===== src/rtl/xmon_pkg.sv =====
package xmon_pkg;
   typedef enum logic [1:0] {
      RESP_OKAY   = 2'b00,
      RESP_EXOKAY = 2'b01
   } resp_e;
endpackage


===== src/rtl/xmon_key.sv =====
module xmon_key #(
   parameter int ID_W     = 8,
   parameter int PORT_LSB = 6,
   parameter int PORT_W   = 2,
   parameter int CORE_LSB = 0,
   parameter int CORE_W   = 2,
   localparam int KEY_W   = PORT_W + CORE_W
) (
   input  logic [ID_W-1:0]  id,
   output logic [KEY_W-1:0] key
);
   if (PORT_W < 1 || PORT_LSB + PORT_W > ID_W) begin : g_bad_port
      $error("port field does not fit in the ID");
   end
   if (CORE_W < 0 || CORE_LSB + CORE_W > ID_W) begin : g_bad_core
      $error("core field does not fit in the ID");
   end

   // key built from port field and (optionally) the core field
   if (CORE_W > 0) begin : g_with_core
      assign key = {id[PORT_LSB +: PORT_W], id[CORE_LSB +: CORE_W]};
   end else begin : g_port_only
      assign key = id[PORT_LSB +: PORT_W];
   end

   logic unused_tag_bits;
   assign unused_tag_bits = ^id;
endmodule


===== src/rtl/xmon_regs.sv =====
module xmon_regs #(
   parameter int DATA_W = 16,
   parameter int ADDR_W = 2,
   localparam int NREG  = 1 << ADDR_W
) (
   input  logic              clk,
   input  logic              rst_n,
   input  logic              we,
   input  logic [ADDR_W-1:0] waddr,
   input  logic [DATA_W-1:0] wdata,
   input  logic [ADDR_W-1:0] raddr,
   output logic [DATA_W-1:0] rdata
);
   logic [NREG-1:0][DATA_W-1:0] mem_q;

   for (genvar g = 0; g < NREG; g++) begin : g_word
      always_ff @(posedge clk) begin
         if (!rst_n)
            mem_q[g] <= '0;
         else if (we && waddr == ADDR_W'(g))
            mem_q[g] <= wdata;
      end
   end

   assign rdata = mem_q[raddr];


   regs_hold_chk: assert property (@(posedge clk) disable iff (!rst_n)
      !we |=> $stable(mem_q));
endmodule


===== src/rtl/xmon_resv.sv =====
module xmon_resv #(
   parameter int KEY_W  = 4,
   parameter int ADDR_W = 2
) (
   input  logic              clk,
   input  logic              rst_n,
   input  logic              wr_fire,
   input  logic              wr_excl,
   input  logic [KEY_W-1:0]  wr_key,
   input  logic [ADDR_W-1:0] wr_addr,
   input  logic              rd_fire,
   input  logic              rd_excl,
   input  logic [KEY_W-1:0]  rd_key,
   input  logic [ADDR_W-1:0] rd_addr,
   output logic              wr_pass,
   output logic              resv_valid
);
   logic              valid_q;
   logic [KEY_W-1:0]  key_q;
   logic [ADDR_W-1:0] addr_q;
   logic              wr_hit, rd_hit;

   assign wr_hit     = valid_q && (wr_addr == addr_q);
   assign rd_hit     = valid_q && (rd_addr == addr_q);
   assign wr_pass    = wr_excl && wr_hit && (wr_key == key_q);
   assign resv_valid = valid_q;

   always_ff @(posedge clk) begin
      if (!rst_n) begin
         valid_q <= 1'b0;
         key_q   <= '0;
         addr_q  <= '0;
      end else if (rd_fire && rd_excl) begin
         valid_q <= 1'b1;
         key_q   <= rd_key;
         addr_q  <= rd_addr;
      end else if ((rd_fire && rd_hit) || (wr_fire && wr_hit)) begin
         valid_q <= 1'b0;
      end
   end


   excl_read_sets_chk: assert property (@(posedge clk) disable iff (!rst_n)
      rd_fire && rd_excl |=> valid_q);

   pass_clears_chk: assert property (@(posedge clk) disable iff (!rst_n)
      wr_fire && wr_pass |=> !valid_q);

   other_addr_keeps_chk: assert property (@(posedge clk) disable iff (!rst_n)
      valid_q && wr_fire && !wr_hit && !rd_fire |=> valid_q);
endmodule


===== src/rtl/xmon_top.sv =====
module xmon_top
   import xmon_pkg::*;
#(
   parameter int ID_W     = 8,
   parameter int PORT_LSB = 6,
   parameter int PORT_W   = 2,
   parameter int CORE_LSB = 0,
   parameter int CORE_W   = 2,
   parameter int ADDR_W   = 2,
   parameter int DATA_W   = 16
) (
   input  logic              clk,
   input  logic              rst_n,
   input  logic              aw_valid,
   output logic              aw_ready,
   input  logic [ID_W-1:0]   aw_id,
   input  logic [ADDR_W-1:0] aw_addr,
   input  logic              aw_lock,
   input  logic              w_valid,
   output logic              w_ready,
   input  logic [DATA_W-1:0] w_data,
   output logic              b_valid,
   input  logic              b_ready,
   output logic [ID_W-1:0]   b_id,
   output logic [1:0]        b_resp,
   input  logic              ar_valid,
   output logic              ar_ready,
   input  logic [ID_W-1:0]   ar_id,
   input  logic [ADDR_W-1:0] ar_addr,
   input  logic              ar_lock,
   output logic              r_valid,
   input  logic              r_ready,
   output logic [ID_W-1:0]   r_id,
   output logic [DATA_W-1:0] r_data,
   output logic [1:0]        r_resp
);
   localparam int KEY_W = PORT_W + CORE_W;

   if (ADDR_W < 1 || DATA_W < 1) begin : g_bad_size
      $error("address and data widths must be positive");
   end

   logic              wr_fire, rd_fire, wr_pass, reg_we, resv_valid;
   logic [KEY_W-1:0]  wr_key, rd_key;
   logic [DATA_W-1:0] rd_word;
   logic              b_valid_q, r_valid_q;
   logic [ID_W-1:0]   b_id_q, r_id_q;
   resp_e             b_resp_q, r_resp_q;
   logic [DATA_W-1:0] r_data_q;

   // one write or one read per cycle, writes first
   assign wr_fire  = aw_valid && w_valid && !b_valid_q;
   assign rd_fire  = ar_valid && !r_valid_q && !wr_fire;
   assign aw_ready = wr_fire;
   assign w_ready  = wr_fire;
   assign ar_ready = rd_fire;
   assign reg_we   = wr_fire && (!aw_lock || wr_pass);

   xmon_key #(.ID_W(ID_W), .PORT_LSB(PORT_LSB), .PORT_W(PORT_W),
              .CORE_LSB(CORE_LSB), .CORE_W(CORE_W))
      u_wkey (.id(aw_id), .key(wr_key));
   xmon_key #(.ID_W(ID_W), .PORT_LSB(PORT_LSB), .PORT_W(PORT_W),
              .CORE_LSB(CORE_LSB), .CORE_W(CORE_W))
      u_rkey (.id(ar_id), .key(rd_key));

   xmon_resv #(.KEY_W(KEY_W), .ADDR_W(ADDR_W)) u_resv (
      .clk(clk), .rst_n(rst_n),
      .wr_fire(wr_fire), .wr_excl(aw_lock), .wr_key(wr_key), .wr_addr(aw_addr),
      .rd_fire(rd_fire), .rd_excl(ar_lock), .rd_key(rd_key), .rd_addr(ar_addr),
      .wr_pass(wr_pass), .resv_valid(resv_valid));

   xmon_regs #(.DATA_W(DATA_W), .ADDR_W(ADDR_W)) u_regs (
      .clk(clk), .rst_n(rst_n), .we(reg_we), .waddr(aw_addr), .wdata(w_data),
      .raddr(ar_addr), .rdata(rd_word));

   always_ff @(posedge clk) begin
      if (!rst_n) begin
         b_valid_q <= 1'b0;
         b_id_q    <= '0;
         b_resp_q  <= RESP_OKAY;
      end else if (wr_fire) begin
         b_valid_q <= 1'b1;
         b_id_q    <= aw_id;
         b_resp_q  <= (aw_lock && wr_pass) ? RESP_EXOKAY : RESP_OKAY;
      end else if (b_ready) begin
         b_valid_q <= 1'b0;
      end
   end

   always_ff @(posedge clk) begin
      if (!rst_n) begin
         r_valid_q <= 1'b0;
         r_id_q    <= '0;
         r_resp_q  <= RESP_OKAY;
         r_data_q  <= '0;
      end else if (rd_fire) begin
         r_valid_q <= 1'b1;
         r_id_q    <= ar_id;
         r_resp_q  <= ar_lock ? RESP_EXOKAY : RESP_OKAY;
         r_data_q  <= rd_word;
      end else if (r_ready) begin
         r_valid_q <= 1'b0;
      end
   end

   assign b_valid = b_valid_q;
   assign b_id    = b_id_q;
   assign b_resp  = b_resp_q;
   assign r_valid = r_valid_q;
   assign r_id    = r_id_q;
   assign r_data  = r_data_q;
   assign r_resp  = r_resp_q;


   b_hold_chk: assert property (@(posedge clk) disable iff (!rst_n)
      b_valid && !b_ready |=> b_valid && $stable(b_resp) && $stable(b_id));

   r_hold_chk: assert property (@(posedge clk) disable iff (!rst_n)
      r_valid && !r_ready |=> r_valid && $stable(r_data) && $stable(r_id));

   excl_ok_chk: assert property (@(posedge clk) disable iff (!rst_n)
      wr_fire && aw_lock && wr_pass |=> b_valid && b_resp == RESP_EXOKAY);

   excl_fail_chk: assert property (@(posedge clk) disable iff (!rst_n)
      wr_fire && aw_lock && !wr_pass |=> b_valid && b_resp == RESP_OKAY);

   plain_wr_chk: assert property (@(posedge clk) disable iff (!rst_n)
      wr_fire && !aw_lock |=> b_resp == RESP_OKAY);

   excl_rd_chk: assert property (@(posedge clk) disable iff (!rst_n)
      rd_fire && ar_lock |=> r_valid && r_resp == RESP_EXOKAY && resv_valid);
endmodule


===== config.mk =====
export PLATFORM = sky130hd
export DESIGN_NAME = xmon_top
export DESIGN_NICKNAME = d
export VERILOG_FILES = /design/src/rtl/xmon_pkg.sv /design/src/rtl/xmon_key.sv /design/src/rtl/xmon_regs.sv /design/src/rtl/xmon_resv.sv /design/src/rtl/xmon_top.sv
export SDC_FILE = /design/constraint.sdc
export NUM_CORES = 1
export LEC_CHECK = 0
export BUFFER_PORTS_ARGS = -buffer_cell sky130_fd_sc_hd__buf_2
export CAP_MARGIN = 0
export CORE_MARGIN = 5
export CORE_UTILIZATION = 28
export DETAILED_ROUTE_END_ITERATION = 10
export PLACE_DENSITY = 0.42
export SLEW_MARGIN = 10
export SYNTH_ARGS = -nofsm -noshare
export SYNTH_HDL_FRONTEND = slang
export SYNTH_SLANG_ARGS = --single-unit

===== constraint.sdc =====
create_clock -name clk -period 2.09 [get_ports clk]
set_input_delay 0.1045 -clock clk [delete_from_list [all_inputs] [get_ports clk]]
set_output_delay 0.1045 -clock clk [all_outputs]
set_load 0.005 [all_outputs]

=== After elaboration in Yosys (flattened, before gate mapping) ===
Cells that the tools add are included.
W data, S select, Z words.

* Flip-flop bits (word level): 109
* Bits of input ports: 45

* Order comparisons: 1
* Equality and inequality tests: 6
* Muxes and demuxes: 10
* Reductions and logical operators: 27

{| class="wikitable"
|+ Operators with widths
! kind !! number
|-
| $bmux W16 S2 || 1
|-
| $logic_and A1 B1 Y1 || 17
|-
| $mux W16 || 1
|-
| $mux W1 || 8
|-
| $reduce_bool A2 Y1 || 3
|-
| $eq A2 B2 Y1 || 2
|-
| $eq A2 B2 Y1 const B || 2
|-
| $eq A4 B4 Y1 || 1
|-
| $logic_not A1 Y1 || 4
|-
| $lt A2 B3 Y1 const B || 1
|-
| $eq A2 B1 Y1 const B || 1
|-
| $logic_not A2 Y1 || 1
|-
| $logic_or A1 B1 Y1 || 2
|}

=== Longest topological paths before layout ===
Gate-level depths: netlist of the first run.

* Depth after elaboration: 8
* Depth in mapped cells: 7
* Depth with buffers taken out: 6

=== Hierarchy ===
A second synthesis of the first run with hierarchy kept.

* Cells, all modules: 463
* Area total of the unflattened synthesis: 4752.1 µm²

{| class="wikitable"
|+ Modules (own cells, without submodules)
! module !! instances !! cells an instance !! area each (µm²) !! seq. area each (µm²)
|-
| xmon_regs || 1 || 248 || 2824.0 || 1281.2
|-
| xmon_top || 1 || 163 || 1481.4 || 720.7
|-
| xmon_resv || 1 || 44 || 386.6 || 140.1
|-
| xmon_key || 2 || 4 || 30.0 || 0.0
|}

=== Worst setup path before layout of the first run ===
OpenSTA, ideal clock, no wires.

* Path kind: register to register
* Start: register b_valid_q, in the netlist b_valid
* End: register u_regs.mem_q[12] in the netlist's numbering
* Data arrival time: 1.665 ns
* Data required time: 1.970 ns
* Slack: 0.304 ns
* Stages on the path, launching flop included: 8
* Buffers on the path: 2
* Clock period less this slack: 1.786 ns
* Cell sequence: dfxtp_1 -> nand3b_4 -> nor4_2 -> a21oi_2 -> or3_1 -> buf_6 -> buf_12 -> mux2i_1

* Cells in the longest elaborated chain, start to end: 4

{| class="wikitable"
|+ Ends and longest elaborated chain
! what !! RTL line !! source
|-
| start, declared || xmon_top.sv:46 || <nowiki>logic b_valid_q, r_valid_q;</nowiki>
|-
| start signal, assigned || xmon_top.sv:78 || <nowiki>b_valid_q <= 1'b0;</nowiki>
|-
| start signal, assigned || xmon_top.sv:82 || <nowiki>b_valid_q <= 1'b1;</nowiki>
|-
| start signal, assigned || xmon_top.sv:86 || <nowiki>b_valid_q <= 1'b0;</nowiki>
|-
| $logic_not A1 Y1 || xmon_top.sv:52 || <nowiki>assign wr_fire = aw_valid && w_valid && !b_valid_q;</nowiki>
|-
| $logic_and A1 B1 Y1 || xmon_top.sv:52 ||
|-
| $logic_and A1 B1 Y1 || xmon_top.sv:57 || <nowiki>assign reg_we = wr_fire && (!aw_lock || wr_pass);</nowiki>
|-
| $logic_and A1 B1 Y1 || xmon_regs.sv:20 || <nowiki>else if (we && waddr == ADDR_W'(g))</nowiki>
|-
| end signal, assigned by index || xmon_regs.sv:21 || <nowiki>mem_q[g] <= wdata;</nowiki>
|-
| end, declared || xmon_regs.sv:14 || <nowiki>logic [NREG-1:0][DATA_W-1:0] mem_q;</nowiki>
|}

Every way passes these cells.
A chain may end at the register's enable or synchronous reset.

=== Worst setup path after layout of the first run ===
* Start: register u_resv.addr_q[1]
* End: register u_regs.mem_q[8] in the netlist's numbering

* Cells in the longest elaborated chain, start to end: 7

{| class="wikitable"
|+ Ends and longest elaborated chain
! what !! RTL line !! source
|-
| start, declared || xmon_resv.sv:20 || <nowiki>logic [ADDR_W-1:0] addr_q;</nowiki>
|-
| start signal, assigned || xmon_resv.sv:36 || <nowiki>addr_q <= rd_addr;</nowiki>
|-
| $eq A2 B2 Y1 || xmon_resv.sv:23 || <nowiki>assign wr_hit = valid_q && (wr_addr == addr_q);</nowiki>
|-
| $logic_and A1 B1 Y1 || xmon_resv.sv:23 ||
|-
| $logic_and A1 B1 Y1 (2 in series) || xmon_resv.sv:25 || <nowiki>assign wr_pass = wr_excl && wr_hit && (wr_key == key_q);</nowiki>
|-
| $logic_or A1 B1 Y1 || xmon_top.sv:57 ||
|-
| $logic_and A1 B1 Y1 || xmon_top.sv:57 ||
|-
| $logic_and A1 B1 Y1 || xmon_regs.sv:20 ||
|}

Every way passes these cells.

==> results of run 1 <==
synthesized netlist by cell type:
| master | n | area [um2] |
|---|---|---|
| sky130_fd_sc_hd__or3_1 | 1 | 6.26 |
| sky130_fd_sc_hd__nor4_2 | 2 | 25.0 |
| sky130_fd_sc_hd__nor3b_1 | 2 | 15.0 |
| sky130_fd_sc_hd__nand3b_1 | 1 | 7.51 |
| sky130_fd_sc_hd__conb_1 | 1 | 3.75 |
| sky130_fd_sc_hd__inv_1 | 1 | 3.75 |
| sky130_fd_sc_hd__nand2_1 | 154 | 578 |
| sky130_fd_sc_hd__a21oi_2 | 1 | 8.76 |
| sky130_fd_sc_hd__buf_2 | 2 | 10.0 |
| sky130_fd_sc_hd__nor2_1 | 1 | 3.75 |
| sky130_fd_sc_hd__buf_12 | 1 | 20.0 |
| sky130_fd_sc_hd__o311ai_0 | 1 | 8.76 |
| sky130_fd_sc_hd__a22oi_1 | 1 | 7.51 |
| sky130_fd_sc_hd__mux4_2 | 16 | 360 |
| sky130_fd_sc_hd__nor2b_1 | 1 | 6.26 |
| sky130_fd_sc_hd__mux2i_1 | 64 | 641 |
| sky130_fd_sc_hd__clkinv_1 | 1 | 3.75 |
| sky130_fd_sc_hd__dfxtp_1 | 107 | 2140 |
| sky130_fd_sc_hd__a21boi_0 | 42 | 315 |
| sky130_fd_sc_hd__nand3b_4 | 1 | 20.0 |
| sky130_fd_sc_hd__buf_6 | 1 | 11.3 |
| sky130_fd_sc_hd__clkbuf_1 | 22 | 82.6 |
| sky130_fd_sc_hd__nor2_2 | 1 | 6.26 |
| sky130_fd_sc_hd__xor2_1 | 6 | 52.6 |
| sky130_fd_sc_hd__xnor2_1 | 2 | 17.5 |
| sky130_fd_sc_hd__nand3_1 | 7 | 35.0 |
| sky130_fd_sc_hd__buf_4 | 8 | 60.1 |
| sky130_fd_sc_hd__nand2b_1 | 2 | 12.5 |
power breakdown:
part	switching [mW]	internal [mW]	leakage, nW
combinational	0.198	0.152	1.17
sequential	0.0218	2.08	0.866
clock	0.755	0.871	0.135
total	0.975	3.10	2.17
layout by cell type, fill, tap and decap left out, drive strengths merged:
| cell type | synthesis | final |
|---|---|---|
| o311ai | 1 | 1 |
| dfxtp | 107 | 107 |
| inv | 1 | 1 |
| clkbuf | 22 | 12 |
| clkinv | 1 | 3 |
| conb | 1 | 2 |
| mux4 | 16 | 16 |
| nand3b | 2 | 2 |
| a21oi | 1 | 1 |
| clkinvlp | 0 | 2 |
| nand2 | 154 | 154 |
| nor2 | 2 | 2 |
| nor3b | 2 | 2 |
| xnor2 | 2 | 2 |
| mux2i | 64 | 64 |
| nor2b | 1 | 1 |
| or3 | 1 | 1 |
| a22oi | 1 | 1 |
| nand2b | 2 | 2 |
| dlygate4sd3 | 0 | 5 |
| xor2 | 6 | 6 |
| nand3 | 7 | 7 |
| a21boi | 42 | 42 |
| buf | 12 | 96 |
| nor4 | 2 | 2 |
flip-flops by register name, summed over array words and instances (netlist names), 2 cells and up:
signal / cells
u_regs.mem_q: 64
r_data: 16
b_id: 8
r_id: 8
u_resv.key_q: 4
u_resv.addr_q: 2
logic make-up after synthesis:
group                     count (synthesis)
and+or+nand+nor                         173
other                                     1
muxes                                    80
buffers and inverters                    36
xor gates and xnor gates                  8
DFF                                     107
AOI/OAI and AO/OA                        45
final timing paths:
path,from,end,slack [ns]
setup / recovery,u_resv.addr_q[1],u_regs.mem_q[8],0.23
hold / removal,ar_id[6],r_id[6],0.02
setup reg to reg,u_resv.addr_q[1],u_regs.mem_q[8],0.23
hold reg to reg,u_regs.mem_q[51],u_regs.mem_q[51],0.46
worst max-delay path: stages (launching register included):
cell	delay (ns)
sky130_fd_sc_hd__dfxtp_1	0.34
sky130_fd_sc_hd__xor2_1	0.18
sky130_fd_sc_hd__nor4_2	0.36
sky130_fd_sc_hd__a21oi_2	0.15
sky130_fd_sc_hd__or3_1	0.32
sky130_fd_sc_hd__buf_4	0.24
sky130_fd_sc_hd__mux2i_1	0.15
metal layers:
metal	part of all wire	routed length [um]	track usage	up-vias
li1	-	-	-	1663
met1	0.47	5230	0.161	1536
met2	0.47	5180	0.197	69
met3	0.042	461	0.0229	12
met4	0.017	188	0.0610	0
met5	0	0	0	-
what timing repair did:
item	CTS	global route
buffers inserted	0	0
hold buffers	5	0
endpoints found under the hold margin	5	0
endpoints found under the setup margin	0	0
final cells by class:
class	instances	area (um2)	area share
clock inverters	4	25.0	0.00457
repair buffers	101	628	0.115
flip-flops and latches	107	2140	0.391
inverters	2	7.51	0.00137
well taps	216	270	0.0494
clock buffers	12	256	0.0469
multi-input cells	308	2140	0.392
==> impl.org, run 1 <==
** CTS
- Clock-pin slew was measured on the worst setup and hold paths at 0.07 ns.
- CTS saw 107 sinks.
- At the later pin of the worst-skew pair, clock insertion delay measures 0.35 ns.
- TritonCTS clock tree :: built
- Inserted Clock Buffers :: 9
- The clock passes through at most 2 buffers.
- CTS root buffer :: sky130_fd_sc_hd__clkbuf_16
- Once the clock tree was built, the resizer swapped 0 gates to a different size.
- Number of H-tree branching levels :: 3

** Power and ir drop
- The analysis attributes to cell leakage a power of 2.17 nW.
- PnR Total Power :: 4.08 mW
- Across the VDD grid, the largest voltage drop is 0.383 mV.
- In this run the power density over the cells is 745 nW/um2.

** Critical path
- In this run the worst path has a maximum fanout of 16.
- Crit path capture type :: register
- The worst setup path is launched from a register.
- For the worst setup path, the data required time is 2.31 ns.
- Data on the critical path arrives at its endpoint at 2.09 ns.
- For the worst flop-to-flop path, the logic depth is 6.
- The worst setup path is of the reg2reg kind.

** Floorplanning
- Die width :: 136 um
- In this run the count of I/O pins placed on the die edge is 86.
- The floorplan has 46 rows.
- The floorplan step defined a die boundary enclosing 18600 um2.
- The initial utilization of the core area, before any placement, comes to 0.283.
- The die is 136 um tall.
- The core region is 15800 um2.

** Place
- Counting tap cells, the placed design contains a total of 729 instances.
- At the end of routability-driven placement, the weighted congestion stood at 0.690.
- The HPWL after detailed placement is 7520 um.
- The count of buffers added on input and output ports is 83.
- At the placement stage, the worst setup path has a slack of 0.211 ns.
- Total cell area at the placement stage :: 5140 um2

** Timing
- For the pin with the worst max-slew slack, the measured transition is 0.542 ns.
- Max Slew Vio Count :: 0
- Final worst-path cycle share :: 0.891
- In the final timing run, aggregate negative setup slack is 0 ns.
- Final number of setup-violating endpoints :: 0
- Timing would allow up to 537 MHz.
- Across all setup checks in the final design, the least slack found is 0.228 ns.
- Worst relative slew slack :: 0.639
- Unrepaired setup endpoints after global routing :: no
- Final Hold Violating Endpoints :: 0
- Fin crit period :: 1.86 ns
- Worst hold slack :: 0.0195 ns
- Across the routed clock network, the largest skew measured is 0.00806 ns.

** Final layout
- Number of filler instances in the final layout :: 1668
- Once layout is complete, the utilization of the core stands at 0.347.
- After routing the design area is 5470 um2.
- The repair_antennas step left the layout with diodes totalling 0.
- Compared with the post-synthesis result, the final layout area differs by 22.6%.
- Once layout is complete, the cells apart from fillers number 750.
- Of the cells placed in the final design, the portion with a size suffix greater than 1 is 0.251.
- The net count of the finished layout is 574.

** Routing
- Detailed routing inserted a total of 3280 vias.
- In the routed design, unresolved DRC markers number 0.
- The detailed router finished its first iteration with 130 violations.
- Number of detailed-route iterations in the first pass :: 4
- Summed over all layers, the routed wires come to 11100 um.
- Via density :: 4.37
- After detailed routing, the average wire length per cell comes to 14.7 um.
- DRT antenna net count :: 0

** Logic synthesis
- Post-synthesis cell type count :: 28
- Of the total synthesized cell area, the portion taken by AND, OR, NAND and NOR gates is 0.160.
- Area of the mapped netlist :: 4460 um2
- Post-Synthesis Mean Instance Area :: 9.92 um2
- The share of the Yosys chip area taken by registers is 0.480.
- Of the total synthesized cell area, the portion taken by full adders, half adders and majority gates is 0.
- In this run, synthesis produced a sequential element count of 107.
- Compound-cell area share of the yosys netlist :: 0.0762
- Area share of xor/xnor cells in the synthesized design :: 0.0157
- Ys Warns :: 0
- Cells after synthesis :: 450
- Share of cell area taken by muxes after synthesis :: 0.224
- Combinational family with the most area after synthesis :: multiplexers

** Global routing
- The first global-routing pass estimated 17800 um of wire.
- Via count of the first global-routing pass :: 3382
- GR Util All Layers :: 0.124
- Entering global routing, the biggest net connects 55 pins.
- Summed over all layers, the global routing overflow is 0.
- Antenna violations before repair :: 0

** Flow run
- Total of max-cap violations :: 0

** Min path
- Hold/Removal Path Class :: in2reg
- Along the worst hold path, the cell count comes to 3.

** Status
- Status :: complete, no violations
Note: power is estimated with default switching activity, not from simulation.
==> inputs of run 2 (changes only) <==
==> constraint.sdc (replaced) <==
create_clock -name clk -period 1.8 [get_ports clk]
set_input_delay 0.09 -clock clk [delete_from_list [all_inputs] [get_ports clk]]
set_output_delay 0.09 -clock clk [all_outputs]
set_load 0.005 [all_outputs]
==> run 2 against run 1 <==
Via count rose by 2.7%. Worst setup slack got worse by 0.19 ns. Total power rose by 21%. First-iteration DRC count fell by 32%. Clock power rose by 26%. Routed wire length rose by 1.7%. Die area did not move. Combinational power rose by 26%. Sequential share of layout area fell by 1.4 points. Non-clock buffer count rose by 16.
==> impl.org, run 2 (synthesis results as in run 1) <==
** Floorplanning
- Core ar. :: 15800 um2
- For this configuration, the core starts out at a cell density of 0.283.
- The initialized floorplan defines 46 standard-cell rows.
- Pin placement for this block handled 86 I/O pins.
- Area of the die :: 18600 um2
- Vertical die dimension :: 136 um
- Die width :: 136 um

** Final layout
- The area growth from synthesis to layout is 27.3%.
- In the final layout, the share of cells above drive strength 1 is 0.263.
- Measured on the finished design, the core utilization comes to 0.360.
- Leading cell type in the layout, fill and taps excluded :: sky130_fd_sc_hd__nand2_1
- For this run, the number of standard cells in the final layout without fillers is 764.
- Max FFs per register :: 64
- Diode insertion count for antenna repair :: 0
- In the layout the commonest cells are sky130_fd_sc_hd__nand2_1, sky130_fd_sc_hd__dfxtp_1, sky130_fd_sc_hd__buf_2, sky130_fd_sc_hd__mux2i_1, sky130_fd_sc_hd__a21boi_0.
- Register ranked first by flip-flop count :: u_regs.mem_q
- Net total in the final layout :: 590

** Place
- In this run the tool buffered the top-level ports with 83 buffer cells.
- Cell count after placement :: 735
- Routability-driven placement finished with a final weighted congestion of 0.728.
- At the placement stage, the worst setup path has a slack of -0.0725 ns.
- Hpwl dp :: 7550 um

** Global routing
- Antenna violations before repair :: 0
- Across every metal layer, demand over resource in global routing totals 0.125.
- The number of global-route vias before repair was 3382.
- Global routing finished with a remaining overflow of 0.
- The first global-routing pass estimated 18000 um of wire.
- Pin count of the biggest net entering global routing :: 54

** Timing
- Worst relative slew slack :: 0.604
- Of the available clock period, the critical path in the final layout requires 0.980.
- The number of max-slew violations in the final report was 0.
- Between clock sinks in the finished design, the worst skew comes to 0.00534 ns.
- Final Worst Setup Slack :: 0.0356 ns
- Fin crit period :: 1.76 ns
- Worst hold slack :: 0.0163 ns
- The hold violation total from the final report came to 0.
- Final number of setup-violating endpoints :: 0
- Setup repair after global routing could not meet its margin everywhere.
- For the pin with the worst max-slew slack, the measured transition is 0.594 ns.
- Based on the critical path, the design can be clocked at up to 567 MHz.

** Flow run
- Max-cap violations in this run came to 0.

** CTS
- Clock-pin slew reported for the worst setup and hold paths after clock tree synthesis :: 0.07 ns
- For this design, the sink count on the clock tree is 107.
- Inserted Clock Buffers :: 9
- Insertion delay of the later-clocked pin in the worst-skew pair :: 0.34 ns
- The clock passes through at most 2 buffers.
- TritonCTS clock tree :: built
- CTS root buffer :: sky130_fd_sc_hd__clkbuf_16
- Number of H-tree branching levels :: 3

** Power and ir drop
- Total leakage power :: 2.27 nW
- Of the total power, the share spent switching nets is 0.228.
- Of the total power, registers draw 0.493.
- Power dissipated by switching net loads :: 1.13 mW
- Max rail drop VDD :: 0.439 mV
- Internal power component :: 3.82 mW
- Clk network pwr share :: 0.417
- The share of total power dissipated in combinational logic is 0.089.
- Power per Cell Area :: 870 nW/um2

** Routing
- The detail route stage leaves a number of antenna-violating nets equal to 0.
- Number of design-rule violations left by the first detailed-router iteration :: 89
- The pre-antenna-repair detailed-routing pass consisted of 4 iterations.
- Via density :: 4.41
- Dividing the detail-routed wire length by the instance count gives 14.7 um.
- In the routed design, unresolved DRC markers number 0.
- The routed layout has 3370 vias.
- Total wirelength of the detailed-routed design :: 11300 um

** Critical path
- Cell with the largest stage delay on the worst path :: sky130_fd_sc_hd__or3_4
- Crit path capture type :: register
- The signal on the critical path passes through xor2_2 > nor4_4 > a21oi_2 > or3_4 > buf_12 > mux2i_1.
- STA puts the critical path data required time at 2.03 ns.
- Along the worst path, the maximum fanout reaches 15.
- STA classifies the critical path startpoint as a register.
- Data arrival time of the critical path :: 1.99 ns
- Largest incremental delay on the critical path :: 0.37 ns
- Critical path type :: reg2reg

** Min path
- In this run the worst hold path is classified as in2reg.

** Status
- Status :: complete, no violations
==> run 2: cell types whose count changed in the layout (fill, tap and decap cells not counted), moves of 2 or more <==
cell,delta
sky130_fd_sc_hd__nor4_4,+2
sky130_fd_sc_hd__dlygate4sd3_1,+7
sky130_fd_sc_hd__clkinvlp_4,-2
sky130_fd_sc_hd__buf_6,+2
sky130_fd_sc_hd__bufinv_16,+2
sky130_fd_sc_hd__buf_4,+6
sky130_fd_sc_hd__clkbuf_8,-2
sky130_fd_sc_hd__nor4_2,-2
==> run 2: area by class of cell <==
cell class | count | area (um2)
clock buffers | 11 | 233
clock inverters | 3 | 65.1
fillers | 1652 | 10100
inverters | 2 | 7.51
multi-input cells | 308 | 2180
flip-flops and latches | 107 | 2140
well taps | 216 | 270
repair buffers | 117 | 786
==> run 2: critical path: cells and delay by family (launching register included) <==
family / cells / cell delay [ns]
xor+xnor: 1 / 0.19
mux: 1 / 0.13
compound gates: 1 / 0.13
simple gates: 2 / 0.69
buf+inv: 1 / 0.17
flops: 1 / 0.34
==> run 2: layer usage <==
metal / vias to the layer above / GRT usage / routed length (um)
met5: - / 0 / 0
li1: 1697 / - / -
met1: 1592 / 0.160 / 5380
met3: 12 / 0.0229 / 505
met2: 69 / 0.204 / 5140
met4: 0 / 0.0588 / 229
==> run 2: worst paths after layout <==
path / startpoint / endpoint / slack [ns] / cells past startpoint
min: b_ready / b_valid / 0.02 / 3
max: u_resv.addr_q[0] / u_regs.mem_q[15] / 0.04 / 6
max reg2reg: u_resv.addr_q[0] / u_regs.mem_q[15] / 0.04 / 6
min reg2reg: u_regs.mem_q[55] / u_regs.mem_q[55] / 0.46 / 2
==> run 2: power groups by stage <==
stage | logic [mW] | clock network [mW] | registers, mW
6_report | 0.441 | 2.06 | 2.44
3_3_place_gp | 0.414 | 0 | 2.49
2_1_floorplan | 0.230 | 0 | 2.50
4_1_cts | 0.448 | 2.13 | 2.44
3_5_place_dp | 0.416 | 0 | 2.50
5_1_grt | 0.489 | 2.20 | 2.45
==> run 2: what timing repair did <==
action                                  CTS  global route
setup buffers                             3             0
endpoints found under the hold margin    12             0
gates resized for setup                   5             4
hold buffers                             12             0
endpoints found under the setup margin   42            64
pin swaps                                 2             4
==> run 2: per-stage QoR <==
stage | TNS [ns] | cell area (um2) | total power [mW]
after floorplan | 0 | 4470 | 2.73
after global placement | 0 | 5200 | 2.91
after detailed placement | -0.862 | 5200 | 2.91
after CTS | -0.00439 | 5660 | 5.02
after global routing | -1.26 | 5680 | 5.14
final | 0 | 5680 | 4.95
